[src/rtl/obsv_pkg.sv]
package obsv_pkg;
    localparam int NX      = 4;
    localparam int NY      = 2;
    localparam int B_BASE  = NX * NX;
    localparam int G_BASE  = B_BASE + NX;
    localparam int NCOEF   = G_BASE + NX * NY;
    localparam int COEF_AW = 5;

    typedef enum logic [2:0] {
        S_IDLE,
        S_PRED,
        S_ERR,
        S_CORR,
        S_DONE
    } obsv_state_t;
endpackage

[src/rtl/obsv_coef_bank.sv]
module obsv_coef_bank #(
    parameter int CW = 16,
    parameter int NC = 28,
    parameter int AW = 5
) (
    input  logic                 clk,
    input  logic                 rst_n,
    input  logic                 we,
    input  logic [AW-1:0]        waddr,
    input  logic signed [CW-1:0] wdata,
    input  logic [AW-1:0]        raddr,
    output logic signed [CW-1:0] rdata
);
    logic signed [CW-1:0] regs [NC];

    always_ff @(posedge clk or negedge rst_n) begin
        if (!rst_n) begin
            for (int i = 0; i < NC; i++) regs[i] <= '0;
        end else if (we) begin
            for (int i = 0; i < NC; i++) begin
                if (waddr == AW'(i)) regs[i] <= wdata;
            end
        end
    end

    always_comb begin
        rdata = '0;
        for (int i = 0; i < NC; i++) begin
            if (raddr == AW'(i)) rdata = regs[i];
        end
    end
endmodule

[src/rtl/obsv_mac.sv]
module obsv_mac #(
    parameter int DW   = 16,
    parameter int CW   = 16,
    parameter int FRAC = 12
) (
    input  logic signed [DW-1:0] acc_in,
    input  logic signed [CW-1:0] coef,
    input  logic signed [DW-1:0] opnd,
    output logic signed [DW-1:0] acc_out
);
    localparam int PW = DW + CW;
    localparam int SW = PW + 1;
    localparam logic signed [SW-1:0] MAXV = {{(SW-DW+1){1'b0}}, {(DW-1){1'b1}}};
    localparam logic signed [SW-1:0] MINV = {{(SW-DW+1){1'b1}}, {(DW-1){1'b0}}};

    logic signed [PW-1:0] prod;
    logic signed [PW-1:0] scaled;
    logic signed [SW-1:0] sum;

    always_comb begin
        prod   = coef * opnd;
        scaled = prod >>> FRAC;
        sum    = {{(SW-DW){acc_in[DW-1]}}, acc_in} + {scaled[PW-1], scaled};
        if (sum > MAXV)
            acc_out = {1'b0, {(DW-1){1'b1}}};
        else if (sum < MINV)
            acc_out = {1'b1, {(DW-1){1'b0}}};
        else
            acc_out = sum[DW-1:0];
    end
endmodule

[src/rtl/lumped_dist_observer.sv]
module lumped_dist_observer
    import obsv_pkg::*;
#(
    parameter int DW   = 16,
    parameter int CW   = 16,
    parameter int FRAC = 12,
    parameter int LW   = 3
) (
    input  logic                      clk,
    input  logic                      rst_n,
    input  logic                      sync_clr,
    input  logic                      start,
    input  logic signed [DW-1:0]      meas_i,
    input  logic signed [DW-1:0]      meas_v,
    input  logic signed [LW-1:0]      lvl_prev,
    input  logic                      cfg_we,
    input  logic [COEF_AW-1:0]        cfg_addr,
    input  logic signed [CW-1:0]      cfg_data,
    output logic signed [DW-1:0]      dist_a,
    output logic signed [DW-1:0]      dist_b,
    output logic                      est_valid
);
    localparam int PCOLS = NX + 1;              // four state columns plus the level column
    localparam logic [2:0] PLAST = 3'(PCOLS - 1);
    localparam logic [1:0] RLAST = 2'(NX - 1);

    obsv_state_t st, st_nx;

    logic signed [DW-1:0] xh  [NX];             // corrected estimates
    logic signed [DW-1:0] pr  [NX];             // predictions
    logic signed [DW-1:0] er  [NY];             // measurement errors
    logic signed [DW-1:0] ym  [NY];             // captured measurements
    logic signed [LW-1:0] lv;
    logic signed [DW-1:0] acc;
    logic [1:0]           row;
    logic [2:0]           col;

    logic [COEF_AW-1:0]   raddr;
    logic signed [CW-1:0] coef;
    logic signed [DW-1:0] opnd;
    logic signed [DW-1:0] mac_out;

    function automatic logic signed [DW-1:0] sub_sat(input logic signed [DW-1:0] a,
                                                     input logic signed [DW-1:0] b);
        logic signed [DW:0] d;
        d = {a[DW-1], a} - {b[DW-1], b};
        if (d[DW] != d[DW-1])
            return d[DW] ? {1'b1, {(DW-1){1'b0}}} : {1'b0, {(DW-1){1'b1}}};
        return d[DW-1:0];
    endfunction

    obsv_coef_bank #(.CW(CW), .NC(NCOEF), .AW(COEF_AW)) u_bank (
        .clk   (clk),
        .rst_n (rst_n),
        .we    (cfg_we),
        .waddr (cfg_addr),
        .wdata (cfg_data),
        .raddr (raddr),
        .rdata (coef)
    );

    obsv_mac #(.DW(DW), .CW(CW), .FRAC(FRAC)) u_mac (
        .acc_in  (acc),
        .coef    (coef),
        .opnd    (opnd),
        .acc_out (mac_out)
    );

    // state register
    always_ff @(posedge clk or negedge rst_n) begin
        if (!rst_n) st <= S_IDLE;
        else        st <= st_nx;
    end

    // next state
    always_comb begin
        st_nx = st;
        unique case (st)
            S_IDLE: if (start)                          st_nx = S_PRED;   // launch
            S_PRED: if (row == RLAST && col == PLAST)   st_nx = S_ERR;    // predicted
            S_ERR:                                      st_nx = S_CORR;   // errors_ready
            S_CORR: if (row == RLAST && col == 3'd1)    st_nx = S_DONE;   // corrected
            S_DONE:                                     st_nx = S_IDLE;   // retire
            default:                                    st_nx = S_IDLE;
        endcase
        if (sync_clr) st_nx = S_IDLE;                                     // abort
    end

    // operand selection for the shared MAC
    always_comb begin
        raddr = '0;
        opnd  = '0;
        unique case (st)
            S_PRED: begin
                if (col == PLAST) begin
                    raddr = COEF_AW'(B_BASE) + COEF_AW'(row);
                    opnd  = {{(DW-LW){lv[LW-1]}}, lv};
                end else begin
                    raddr = COEF_AW'({row, col[1:0]});
                    opnd  = xh[col[1:0]];
                end
            end
            S_CORR: begin
                raddr = COEF_AW'(G_BASE) + COEF_AW'({row, col[0]});
                opnd  = er[col[0]];
            end
            default: begin
                raddr = '0;
                opnd  = '0;
            end
        endcase
    end

    // datapath registers
    always_ff @(posedge clk or negedge rst_n) begin
        if (!rst_n) begin
            for (int i = 0; i < NX; i++) begin
                xh[i] <= '0;
                pr[i] <= '0;
            end
            for (int j = 0; j < NY; j++) begin
                er[j] <= '0;
                ym[j] <= '0;
            end
            lv  <= '0;
            acc <= '0;
            row <= '0;
            col <= '0;
        end else if (sync_clr) begin
            for (int i = 0; i < NX; i++) xh[i] <= '0;
            acc <= '0;
            row <= '0;
            col <= '0;
        end else begin
            unique case (st)
                S_IDLE: begin
                    if (start) begin
                        ym[0] <= meas_i;
                        ym[1] <= meas_v;
                        lv    <= lvl_prev;
                        acc   <= '0;
                        row   <= '0;
                        col   <= '0;
                    end
                end
                S_PRED: begin
                    if (col == PLAST) begin
                        pr[row] <= mac_out;
                        acc     <= '0;
                        col     <= '0;
                        row     <= row + 2'd1;
                    end else begin
                        acc <= mac_out;
                        col <= col + 3'd1;
                    end
                end
                S_ERR: begin
                    er[0] <= sub_sat(ym[0], pr[0]);
                    er[1] <= sub_sat(ym[1], pr[1]);
                    acc   <= pr[0];
                    row   <= '0;
                    col   <= '0;
                end
                S_CORR: begin
                    if (col == 3'd1) begin
                        xh[row] <= mac_out;
                        acc     <= pr[row + 2'd1];
                        col     <= '0;
                        row     <= row + 2'd1;
                    end else begin
                        acc <= mac_out;
                        col <= 3'd1;
                    end
                end
                S_DONE: begin
                    acc <= '0;
                end
                default: begin
                    acc <= '0;
                end
            endcase
        end
    end

    // outputs
    always_comb begin
        dist_a    = xh[2];
        dist_b    = xh[3];
        est_valid = (st == S_DONE);
    end
endmodule

[config.mk]
export PLATFORM = sky130hd
export DESIGN_NAME = lumped_dist_observer
export DESIGN_NICKNAME = d
export VERILOG_FILES = /design/src/rtl/obsv_pkg.sv /design/src/rtl/obsv_coef_bank.sv /design/src/rtl/obsv_mac.sv /design/src/rtl/lumped_dist_observer.sv
export SDC_FILE = /design/constraint.sdc
export NUM_CORES = 2
export LEC_CHECK = 0
export ABC_AREA = 1
export BUFFER_PORTS_ARGS = -buffer_cell sky130_fd_sc_hd__buf_2
export CORE_MARGIN = 2
export CORE_UTILIZATION = 60
export DETAILED_ROUTE_END_ITERATION = 7
export PLACE_DENSITY = 0.75
export SLEW_MARGIN = 20
export SYNTH_ARGS = -nofsm -noshare
export SYNTH_HDL_FRONTEND = slang
export SYNTH_SLANG_ARGS = --single-unit
[constraint.sdc]
create_clock -name clk -period 27.4 [get_ports clk]
set_input_delay 1.37 -clock clk [delete_from_list [all_inputs] [get_ports clk]]
set_output_delay 1.37 -clock clk [all_outputs]
set_load 0.01 [all_outputs]
==> impl_metrics.json <==
{
  "setup-tns-final_ns": 0,
  "detailedPlace.worstSlack_ns": 13.24,
  "chip_width_um": 269.1,
  "worstPathArrival_ns": 15.17,
  "placer_congestion_estimate": 0.9682,
  "drt_wl_total_mm": 118.4,
  "rr_endpoint": "acc[4]",
  "timing.max_slew.rel_slack_pct": 22.94,
  "critPathMaxFanout": 20,
  "post-route-util_pct": 64.91,
  "globalRoute.totalOverflow": 0,
  "post-cts-setup-buffer-count": 0,
  "grt_pass1_wl_mm": 190.5,
  "timing_worst_setup_path_type": "reg -> reg",
  "worst_hold_endpoint": "u_bank.regs[65]",
  "die_h_um": 269.1,
  "hold_viol_final": 0,
  "detail_route.drc_violations": 0,
  "hold_path.startpoint": "u_bank.regs[65]",
  "postCtsResizedCells": 0,
  "rr_startpoint": "col[1]",
  "tritoncts.num_buffers": 70,
  "ctsHoldBuffers": 0,
  "synth-seq-cells": 667,
  "run_status": "finished clean",
  "asyncSetResetFlopFracSynth_pct": 100.0,
  "mappedNetlistNets": 5483,
  "tritoncts": "done",
  "min_path_type": "reg -> reg",
  "cts.root.buffer_cell": "sky130_fd_sc_hd__clkbuf_16",
  "cp_common_cell": "sky130_fd_sc_hd__nand2_1",
  "clk_pin_slew_worst_paths_ns": 0.06,
  "detailroute.via_count": 35134,
  "grt_setup_unrepaired": "false",
  "final-max-slew-violation-count": 0,
  "layout_common_cells": "1228 x sky130_fd_sc_hd__nand2_1, 666 x sky130_fd_sc_hd__dfrtp_1, 653 x sky130_fd_sc_hd__o21ai_0",
  "cts.sink_count": 667,
  "post_synth_inst_count": 5019,
  "antenna_found_initial": 1,
  "yosysWarningCount": 0,
  "synth_sequential_area_ratio_pct": 39.57,
  "synthDistinctLibCells": 65,
  "p_per_area_mw_per_mm2": 134.0,
  "grt_pass1_vias": 34244,
  "drtPass1Iterations": 6,
  "final_nets": 5394,
  "detailedRoute.firstIterationViolations": 3713,
  "layout_min_cycle_time_ns": 14.66,
  "holdPathStages": 2,
  "critical_path.max_stage_delay_ns": 0.84,
  "detailedPlacementHpwl_mm": 83.64,
  "vias_per_cell": 5.930,
  "max_clock_freq_ghz": 0.06822,
  "fraction_of_final_layout_cells_with_drive_strength_greater_than_1_pct": 8.686,
  "numPortBuffers": 93,
  "worst_clock_skew_ns": 0.05115,
  "cts.path.max_buffers": 3,
  "global_route.usage.total_pct": 33.12,
  "wire_per_inst_um": 19.99,
  "syn_to_final_growth_pct": 7.386,
  "r2r_cells": 67,
  "ys_dominant_reg_cell": "sky130_fd_sc_hd__dfrtp_1",
  "n_antenna_cell": 0,
  "maxCapViolations": 0,
  "most_common_cell_after_layout_fill_and_taps_aside": "sky130_fd_sc_hd__nand2_1",
  "insertion_delay_ns": 0.66,
  "die_area_mm2": 0.07244,
  "count_of_flip_flops_with_a_built_in_enable_after_synthesis": 0,
  "grt_max_degree": 176,
  "reg2reg_slack_ns": 12.74,
  "number_of_setup_violations_in_the_final_report": 0,
  "crit_path_start_kind": "flop",
  "io_pins": 94,
  "setup.worst_path.end_class": "flop",
  "placeableCoreArea_mm2": 0.06979,
  "post-route-worst-setup-slack_ns": 12.74,
  "rows": 97,
  "htree_levels": 3,
  "ant_nets": 0,
  "synth.cell_area_mm2": 0.04218,
  "syn_avg_cell_area_um2": 8.404,
  "tightestPinTransition_ns": 1.155,
  "critical_path_required_ns": 27.91,
  "final.period_utilization_pct": 53.50,
  "power_leakage_nw": 22.13,
  "ir_worst_vdd_uv": 199.9,
  "initial_core_util_pct": 60.44,
  "timing.critical_path.slowest_stage_cell": "sky130_fd_sc_hd__dfrtp_1",
  "total_power_w": 0.006071
}
## metrics by stage
step	hold WS, ns	std cells	area, um^2
global placement	0.4577	5798	42850
floorplan	0.4455	5019	42180
detailed placement	0.4658	5798	42850
CTS	0.4807	5925	45280
global route	0.4973	5925	45300
finish	0.4783	5925	45300
## power breakdown
part	internal (W)	leakage, nW	switching (W)
clock network	0.000578	1.19	0.000418
registers	0.00118	8.41	0.000117
logic	0.00115	12.5	0.00264
total	0.00290	22.1	0.00317
## cell families (layout without fill, tap and decap cells)
logic type	Yosys count	in the layout	synth area share, %
adder cells (fa/ha/maj)	403	403	16.67
AO/OA/AOI/OAI	1070	1070	14.22
multiplexers	31	31	0.8276
AND/OR/NAND/NOR	1878	1878	18.82
XOR/XNOR	63	63	1.308
flip-flops	667	667	39.57
buffers and inverters	907	873	8.584
## layer usage
layer,vias up,GRT usage [%],wire length [um]
li1,15967,-,-
met2,1682,51.25,53760
met3,291,6.359,11100
met4,0,12.56,4451
met1,17194,46.67,49110
met5,-,0,0
## state kept, by name, indices dropped and copies added, names as in the netlist
signal / cells
er: 32
col: 3
row: 2
u_bank.regs: 448
acc: 16
lv: 3
ym: 32
st: 3
pr: 64
xh: 32
dist_b: 16
dist_a: 16
## cells in the mapped netlist (all sizes together) (8+ instances only)
| library cell | count | share of area, % |
|---|---|---|
| nand4 | 73 | 1.2 |
| fa | 265 | 13 |
| or2 | 40 | 0.59 |
| o211ai | 8 | 0.14 |
| mux2 | 31 | 0.83 |
| clkbuf | 214 | 1.9 |
| a221oi | 29 | 0.78 |
| nand3 | 198 | 2.4 |
| o32ai | 13 | 0.27 |
| o221ai | 12 | 0.25 |
| a21oi | 209 | 2.5 |
| dfrtp | 667 | 40 |
| o21ai | 697 | 8.4 |
| a2bb2oi | 13 | 0.27 |
| nand2 | 1259 | 11 |
| inv | 613 | 5.5 |
| a22oi | 15 | 0.27 |
| nor3 | 15 | 0.18 |
| o22ai | 35 | 0.53 |
| ha | 138 | 4.1 |
| xnor2 | 24 | 0.50 |
| o21bai | 8 | 0.15 |
| buf | 76 | 1.2 |
| xor2 | 39 | 0.81 |
| nor2 | 275 | 2.7 |
## critical path: cells and delay by family, from the launching register on
family,cells,cell delay [ns]
and+or+nand+nor,36,5.01
DFF,1,0.84
xor gates and xnor gates,1,0.24
buffers and inverters,8,1.18
adders and majority gates,9,4.14
AOI/OAI and AO/OA,13,3.11
## worst max path at each step
stage,startpoint,to
floorplan,col[0],acc[10]
global placement,col[1],acc[4]
detailed placement,col[1],acc[4]
CTS,col[1],acc[4]
global route,col[1],acc[4]
finish,col[1],acc[4]
## final cells by class
class,instances,area (um^2)
fillers,5833,24490
inverters,617,2316
clock buffers,99,2012
flip-flops and latches,667,16690
repair buffers,129,770.7
well taps,940,1176
multi-input cells,3445,21920
clock inverters,28,414.1
No activity file was read; power rests on OpenSTA's default activity.
